===== src/rtl/gpio_lockbank_pkg.sv =====
package gpio_lockbank_pkg;

  localparam int unsigned REG_W = 32;

  // Register offsets (byte addresses within the bank)
  localparam logic [7:0] OFS_KEY    = 8'h00;
  localparam logic [7:0] OFS_DIN    = 8'h04;
  localparam logic [7:0] OFS_M1     = 8'h08;
  localparam logic [7:0] OFS_M0     = 8'h0C;
  localparam logic [7:0] OFS_DSET   = 8'h14;
  localparam logic [7:0] OFS_DCLR   = 8'h18;
  localparam logic [7:0] OFS_M1CLR  = 8'h50;
  localparam logic [7:0] OFS_M0SET  = 8'h54;
  localparam logic [7:0] OFS_M0CLR  = 8'h58;

  localparam logic [15:0] KEY_ARM    = 16'hD42F;
  localparam logic [15:0] KEY_DISARM = 16'h0000;

  typedef enum logic [1:0] {
    PM_INPUT    = 2'b00,
    PM_PUSHPULL = 2'b01,
    PM_SINK     = 2'b10,
    PM_SOURCE   = 2'b11
  } pad_mode_e;

  typedef struct packed {
    logic oe;
    logic val;
  } pad_drv_t;

  // Per-pin drive decision from mode bits and output data.
  function automatic pad_drv_t drive_of(input logic m1, input logic m0, input logic dout);
    pad_drv_t  d;
    pad_mode_e m;
    m = pad_mode_e'({m1, m0});
    d = '0;
    unique case (m)
      PM_INPUT:    d = '0;
      PM_PUSHPULL: begin d.oe = 1'b1; d.val = dout; end
      PM_SINK:     begin d.oe = ~dout; d.val = 1'b0; end
      PM_SOURCE:   begin d.oe = dout;  d.val = dout; end
      default:     d = '0;
    endcase
    return d;
  endfunction

  // Apply set/clear masks to a bit vector (set wins nothing: callers keep them exclusive).
  function automatic logic [REG_W-1:0] apply_sc(input logic [REG_W-1:0] cur,
                                                input logic [REG_W-1:0] set_m,
                                                input logic [REG_W-1:0] clr_m);
    return (cur | set_m) & ~clr_m;
  endfunction

endpackage


===== src/rtl/gpio_key_lock.sv =====
module gpio_key_lock
  import gpio_lockbank_pkg::*;
(
  input  logic        clk,
  input  logic        rst_n,
  input  logic        key_we,
  input  logic [15:0] key_val,
  output logic        lock_active
);

  logic arm_hit;
  logic disarm_hit;
  logic lock_q;

  assign arm_hit    = key_we && (key_val == KEY_ARM);
  assign disarm_hit = key_we && (key_val == KEY_DISARM);

  always_ff @(posedge clk or negedge rst_n) begin
    if (!rst_n)          lock_q <= 1'b0;
    else if (arm_hit)    lock_q <= 1'b1;
    else if (disarm_hit) lock_q <= 1'b0;
  end

  assign lock_active = lock_q;

  a_r5_arm_sets: assert property (@(posedge clk) disable iff (!rst_n)
    arm_hit |=> lock_active);
  a_r5_zero_clears: assert property (@(posedge clk) disable iff (!rst_n)
    disarm_hit |=> !lock_active);
  a_r5_other_key_holds: assert property (@(posedge clk) disable iff (!rst_n)
    (!arm_hit && !disarm_hit) |=> $stable(lock_active));

endmodule


===== src/rtl/gpio_mode_regs.sv =====
module gpio_mode_regs
  import gpio_lockbank_pkg::*;
#(
  parameter int unsigned NPINS = 32
)(
  input  logic             clk,
  input  logic             rst_n,
  input  logic             lock_active,
  input  logic [NPINS-1:0] wbits,
  input  logic             m1_wr,
  input  logic             m0_wr,
  input  logic             m1_clr,
  input  logic             m0_set,
  input  logic             m0_clr,
  input  logic             d_set,
  input  logic             d_clr,
  output logic [NPINS-1:0] mode1,
  output logic [NPINS-1:0] mode0,
  output logic [NPINS-1:0] dout
);

  logic [NPINS-1:0] mode1_q, mode0_q, dout_q;
  logic [NPINS-1:0] mode1_d, mode0_d, dout_d;
  logic             mode_we_ok;
  logic [REG_W-1:0] zero_w;
  logic [REG_W-1:0] w_ext;

  assign mode_we_ok = lock_active;
  assign zero_w     = '0;
  assign w_ext      = REG_W'(wbits);

  always_comb begin
    mode1_d = mode1_q;
    mode0_d = mode0_q;
    dout_d  = NPINS'(apply_sc(REG_W'(dout_q), d_set ? w_ext : zero_w, d_clr ? w_ext : zero_w));
    if (mode_we_ok) begin
      if (m1_wr) mode1_d = wbits;
      if (m1_clr) mode1_d = NPINS'(apply_sc(REG_W'(mode1_q), zero_w, w_ext));
      if (m0_wr) mode0_d = wbits;
      if (m0_set || m0_clr)
        mode0_d = NPINS'(apply_sc(REG_W'(mode0_q), m0_set ? w_ext : zero_w,
                                  m0_clr ? w_ext : zero_w));
    end
  end

  always_ff @(posedge clk or negedge rst_n) begin
    if (!rst_n) begin
      mode1_q <= '0;
      mode0_q <= '0;
      dout_q  <= '0;
    end else begin
      mode1_q <= mode1_d;
      mode0_q <= mode0_d;
      dout_q  <= dout_d;
    end
  end

  assign mode1 = mode1_q;
  assign mode0 = mode0_q;
  assign dout  = dout_q;

  a_r6_modes_frozen: assert property (@(posedge clk) disable iff (!rst_n)
    !lock_active |=> ($stable(mode1) && $stable(mode0)));
  a_r2_set_lands: assert property (@(posedge clk) disable iff (!rst_n)
    d_set |=> ((dout & $past(wbits)) == $past(wbits)));
  a_r2_clr_lands: assert property (@(posedge clk) disable iff (!rst_n)
    d_clr |=> ((dout & $past(wbits)) == '0));

endmodule


===== src/rtl/gpio_pad_drive.sv =====
module gpio_pad_drive
  import gpio_lockbank_pkg::*;
#(
  parameter int unsigned NPINS = 32
)(
  input  logic [NPINS-1:0] mode1,
  input  logic [NPINS-1:0] mode0,
  input  logic [NPINS-1:0] dout,
  output logic [NPINS-1:0] pad_out,
  output logic [NPINS-1:0] pad_oe
);

  for (genvar i = 0; i < NPINS; i++) begin : g_pin
    pad_drv_t drv;
    assign drv        = drive_of(mode1[i], mode0[i], dout[i]);
    assign pad_oe[i]  = drv.oe;
    assign pad_out[i] = drv.val;
  end

endmodule


===== src/rtl/gpio_in_sync.sv =====
module gpio_in_sync #(
  parameter int unsigned NPINS = 32
)(
  input  logic             clk,
  input  logic             rst_n,
  input  logic [NPINS-1:0] pad_in,
  output logic [NPINS-1:0] din_sync
);

  logic [NPINS-1:0] meta_q, sync_q;

  always_ff @(posedge clk or negedge rst_n) begin
    if (!rst_n) begin
      meta_q <= '0;
      sync_q <= '0;
    end else begin
      meta_q <= pad_in;
      sync_q <= meta_q;
    end
  end

  assign din_sync = sync_q;

endmodule


===== src/rtl/gpio_lockbank.sv =====
module gpio_lockbank
  import gpio_lockbank_pkg::*;
#(
  parameter int unsigned NPINS  = 32,
  parameter int unsigned ADDR_W = 8
)(
  input  logic              clk,
  input  logic              rst_n,
  input  logic              req_valid,
  input  logic              req_write,
  input  logic [ADDR_W-1:0] req_addr,
  input  logic [31:0]       req_wdata,
  output logic [31:0]       rd_data,
  input  logic [NPINS-1:0]  pad_in,
  output logic [NPINS-1:0]  pad_out,
  output logic [NPINS-1:0]  pad_oe
);

  localparam int unsigned OFS_W = 8;

  logic             wr_ev, rd_ev;
  logic [OFS_W-1:0] ofs;
  logic             key_we, m1_wr, m0_wr, m1_clr, m0_set, m0_clr, d_set, d_clr;
  logic             lock_active;
  logic [NPINS-1:0] mode1, mode0, dout, din_sync;
  logic [31:0]      rd_next, rd_q;

  assign wr_ev = req_valid && req_write;
  assign rd_ev = req_valid && !req_write;
  assign ofs   = OFS_W'(req_addr);

  assign key_we = wr_ev && (ofs == OFS_KEY);
  assign m1_wr  = wr_ev && (ofs == OFS_M1);
  assign m0_wr  = wr_ev && (ofs == OFS_M0);
  assign m1_clr = wr_ev && (ofs == OFS_M1CLR);
  assign m0_set = wr_ev && (ofs == OFS_M0SET);
  assign m0_clr = wr_ev && (ofs == OFS_M0CLR);
  assign d_set  = wr_ev && (ofs == OFS_DSET);
  assign d_clr  = wr_ev && (ofs == OFS_DCLR);

  gpio_key_lock u_lock (
    .clk         (clk),
    .rst_n       (rst_n),
    .key_we      (key_we),
    .key_val     (req_wdata[15:0]),
    .lock_active (lock_active)
  );

  gpio_mode_regs #(.NPINS(NPINS)) u_regs (
    .clk         (clk),
    .rst_n       (rst_n),
    .lock_active (lock_active),
    .wbits       (req_wdata[NPINS-1:0]),
    .m1_wr       (m1_wr),
    .m0_wr       (m0_wr),
    .m1_clr      (m1_clr),
    .m0_set      (m0_set),
    .m0_clr      (m0_clr),
    .d_set       (d_set),
    .d_clr       (d_clr),
    .mode1       (mode1),
    .mode0       (mode0),
    .dout        (dout)
  );

  gpio_pad_drive #(.NPINS(NPINS)) u_drive (
    .mode1   (mode1),
    .mode0   (mode0),
    .dout    (dout),
    .pad_out (pad_out),
    .pad_oe  (pad_oe)
  );

  gpio_in_sync #(.NPINS(NPINS)) u_sync (
    .clk      (clk),
    .rst_n    (rst_n),
    .pad_in   (pad_in),
    .din_sync (din_sync)
  );

  always_comb begin
    rd_next = '0;
    unique case (ofs)
      OFS_KEY: rd_next = {lock_active, 31'b0};
      OFS_DIN: rd_next = 32'(din_sync);
      OFS_M1:  rd_next = 32'(mode1);
      OFS_M0:  rd_next = 32'(mode0);
      default: rd_next = '0;
    endcase
  end

  always_ff @(posedge clk or negedge rst_n) begin
    if (!rst_n)     rd_q <= '0;
    else if (rd_ev) rd_q <= rd_next;
  end

  assign rd_data = rd_q;

  a_r4_input_released: assert property (@(posedge clk) disable iff (!rst_n)
    ((~mode1 & ~mode0 & pad_oe) == '0));
  a_r4_sink_never_high: assert property (@(posedge clk) disable iff (!rst_n)
    ((mode1 & ~mode0 & pad_oe & pad_out) == '0));
  a_r4_source_never_low: assert property (@(posedge clk) disable iff (!rst_n)
    ((mode1 & mode0 & pad_oe & ~pad_out) == '0));
  a_r9_read_holds: assert property (@(posedge clk) disable iff (!rst_n)
    !rd_ev |=> $stable(rd_data));

endmodule


===== config.mk =====
export PLATFORM = sky130hd
export DESIGN_NAME = gpio_lockbank
export DESIGN_NICKNAME = d
export VERILOG_FILES = /design/src/rtl/gpio_lockbank_pkg.sv /design/src/rtl/gpio_key_lock.sv /design/src/rtl/gpio_mode_regs.sv /design/src/rtl/gpio_pad_drive.sv /design/src/rtl/gpio_in_sync.sv /design/src/rtl/gpio_lockbank.sv
export SDC_FILE = /design/constraint.sdc
export NUM_CORES = 1
export LEC_CHECK = 0
export BUFFER_PORTS_ARGS = -buffer_cell sky130_fd_sc_hd__buf_2
export CAP_MARGIN = 20
export CORE_UTILIZATION = 45
export CTS_BUF_LIST = sky130_fd_sc_hd__clkbuf_4
export CTS_CLUSTER_DIAMETER = 150
export DETAILED_ROUTE_END_ITERATION = 10
export PLACE_DENSITY = 0.67
export SYNTH_ARGS = -nofsm -noshare
export SYNTH_HDL_FRONTEND = slang
export SYNTH_HIERARCHICAL = 1
export SYNTH_SLANG_ARGS = --single-unit

===== constraint.sdc =====
create_clock -name clk -period 1.7 [get_ports clk]
set_clock_uncertainty 0.2 [all_clocks]
set_input_delay 0.085 -clock clk [delete_from_list [all_inputs] [get_ports clk]]
set_output_delay 0.085 -clock clk [all_outputs]
set_load 0.02 [all_outputs]

==> results.cfg <==
[outcome]
outcome = finished, violations left
violations = hold timing, setup timing

[yosys]
synth_cell_types = 46
ys_seq_area_share_pct = 53.5
synth_area_um2 = 9030
syn_avg_cell_area_um2 = 11.5
ys_ff_latch = 193
syn-num-nets = 863
synthCells = 787
synth_edf_count = 0
yosysWarnings = 6
synthArstFlopShare_pct = 100
synthFlopType = dfrtp_1

[global_route]
grt_max_degree = 57
track_usage_pct = 27.3
grt_overflow = 0
grt_pass1_wl_mm = 42.3
grt_pass1_vias = 7901
antenna_found_initial = 2

[setup_path]
cpPeakStageDelay_ns = 0.44
cp-start-kind = register
cp-startpoint = u_regs/dout[10]
cp.buffers_inverters = 1
path_cells = nand2b_4 -> xnor2_2 -> buf_4
worstPathMaxFanout = 3
cp.required_ns = 1.41
path_class = reg -> out
rr_startpoint = u_regs/dout[15]
crit_path_end_kind = output port
cp.arrival_ns = 1.51
worst_path_max_delay_cell = dfrtp_1
cp_top_family = flip-flops

[clocking]
cts_inserted_buffers = 17
cts-htree-levels = 4
clk_pin_slew_ns = 0.18
tritoncts = done
clockRootBuffer = clkbuf_4
max-clock-path-buffers = 2
numClockSinks = 193
clock_latency_ns = 0.59

[place]
gp_congestion = 0.793
dp_hpwl_mm = 17.0
pre_cts_slack_ns = -0.289
io_buffers = 171
dpl.cell_count = 1238
place_area_um2 = 10700

[routing]
drtAntennaViolNets = 0
via_per_inst = 5.37
vias = 7900
post_drt_wl_per_cell_um = 18.6
drt_iter0_drc = 655
first_pass_iters = 6
postRouteWirelength_mm = 27.4
drcViolationCount = 0

[pwr]
seqPwrFrac_pct = 58.0
p_clk_share_pct = 32.3
power_density_nw_per_um2 = 616
vdd_drop_max_uv = 594
netSwitchingFraction_pct = 26.2
p_comb_share_pct = 9.7
switchingPower_mw = 2.14
intPower_mw = 6.02
leakage_nw = 6.13

[die]
die_area_um2 = 20600
core_um2 = 19600
ios = 172
num_rows = 51
die_w_um = 144
die_y_um = 144
start_util_pct = 46.1

[sta]
fmax_ghz = 0.557
rsz0062_at_grt = true
worstMarginPinSlew_ns = 0.546
fin_crit_ns = 1.80
hold_slack_ns = -0.0313
hold_viol = 2
finalSetupViolCount = 36
fin_crit_sh_pct = 106
max_slew_margin_pct = 63.6
slew_viol_final = 0
fin_ws_ns = -0.0956

[final_layout]
drive_gt1_share_pct = 42.0
fin_area_um2 = 13200
layout.nets = 1268
mostFrequentLayoutCell = dfrtp_1
final_cells = 1472
final-seq-area_um2 = 4880
nFillCells = 1470
syn2layout_area_growth_pct = 46.5
multiInputGateArea_um2 = 4120
mostFrequentLayoutCells = dfrtp_1, buf_4, dlygate4sd3_1

[min_path]
worstHoldStart = req_addr[6]
hold_class = in -> reg

[run]
cap_violations = 0
tightest hold or removal path, delay by kind of cell:
kind	cells	cell delay, ns
buf+inv	3	0.40
compound gates	2	0.19
simple gates	1	0.06
power by group through the flow:
stage / sequential, mW / combinational (mW) / clock (mW)
floorplan: 4.80 / 0.156 / 0
global placement: 4.81 / 0.528 / 0
detailed placement: 4.82 / 0.537 / 0
CTS: 4.73 / 0.758 / 2.70
global route: 4.74 / 0.857 / 2.88
finish: 4.73 / 0.790 / 2.64
worst paths after layout:
check / endpoint / slack [ns] / cells past startpoint
min in group asynchronous: u_sync/din_sync[0] / 0.37 / 3
max reg2reg: u_regs/dout[15] / 0.05 / 4
min reg2reg: u_sync/din_sync[30] / 0.16 / 0
min: u_regs/dout[2] / -0.03 / 6
max in group asynchronous: u_regs/mode0[24] / 0.34 / 4
max: pad_oe[10] / -0.1 / 3
per-stage QoR:
step	setup TNS [ns]	util, %	total power [mW]
finish	-1.20	67.5	8.16
global route	-4.62	67.5	8.48
CTS	-2.51	65.7	8.19
detailed placement	-15.82	54.4	5.35
global placement	-12.08	54.4	5.34
floorplan	-0.281	-	4.96
cell usage after synthesis (all sizes together), types with 5 or more instances:
library cell  number  share of area [%]
dfrtp            193                 53
a21oi            127                7.0
o21ai             65                3.6
nand2             39                1.6
nor2              37                1.5
and2              34                2.8
nand2b            33                4.9
nor2b             33                2.3
xnor2             32                5.8
o2bb2ai           31                3.0
a211oi            30                2.5
clkbuf            26                1.1
buf               21                1.4
mux2              19                2.4
a22oi             18                1.5
a222oi            13                1.4
nor3               5               0.28
sequential cells by signal, indices dropped and copies added (netlist names):
| register | flops |
|---|---|
| u_sync/meta_q | 32 |
| u_lock/lock_active | 1 |
| rd_data | 32 |
| u_regs/dout | 32 |
| u_regs/mode0 | 32 |
| u_sync/din_sync | 32 |
| u_regs/mode1 | 32 |
what timing repair did:
action                                  CTS  global route
pin swaps                                 0             6
endpoints found under the hold margin   354             2
buffers inserted                         36            28
cloned                                    0             0
endpoints found under the setup margin   64           142
hold buffers                            140             2
resized for setup                       119            58
metal layers:
layer  share of wire [%]  global-route usage [%]  vias to the layer above
met5                   0                       0                        -
met4                 1.4                    8.62                        0
met3                 6.8                    5.26                       30
met2                  50                    45.7                      291
met1                  41                    35.7                     3916
li1                    -                       -                     3663
cells by family (layout without fill, tap and decap cells):
family          after synthesis  after routing  synth area share [%]
compound gates              293            293                  19.9
flops                       193            193                  53.5
xor+xnor                     32             32                  5.76
mux                          21             21                  2.59
other cells                   0              2                     0
buf+inv                      48            466                  2.54
simple gates                200            200                  15.7
layout make-up:
type                    instances  area share [%]
flip-flops and latches        193            36.9
multi-input cells             546            31.1
repair buffers                433            27.2
well taps                     265            2.51
clock inverters                15            1.29
clock buffers                  17           0.964
diodes                          2          0.0378
inverters                       1          0.0284
(Power assumes the default switching activity.)
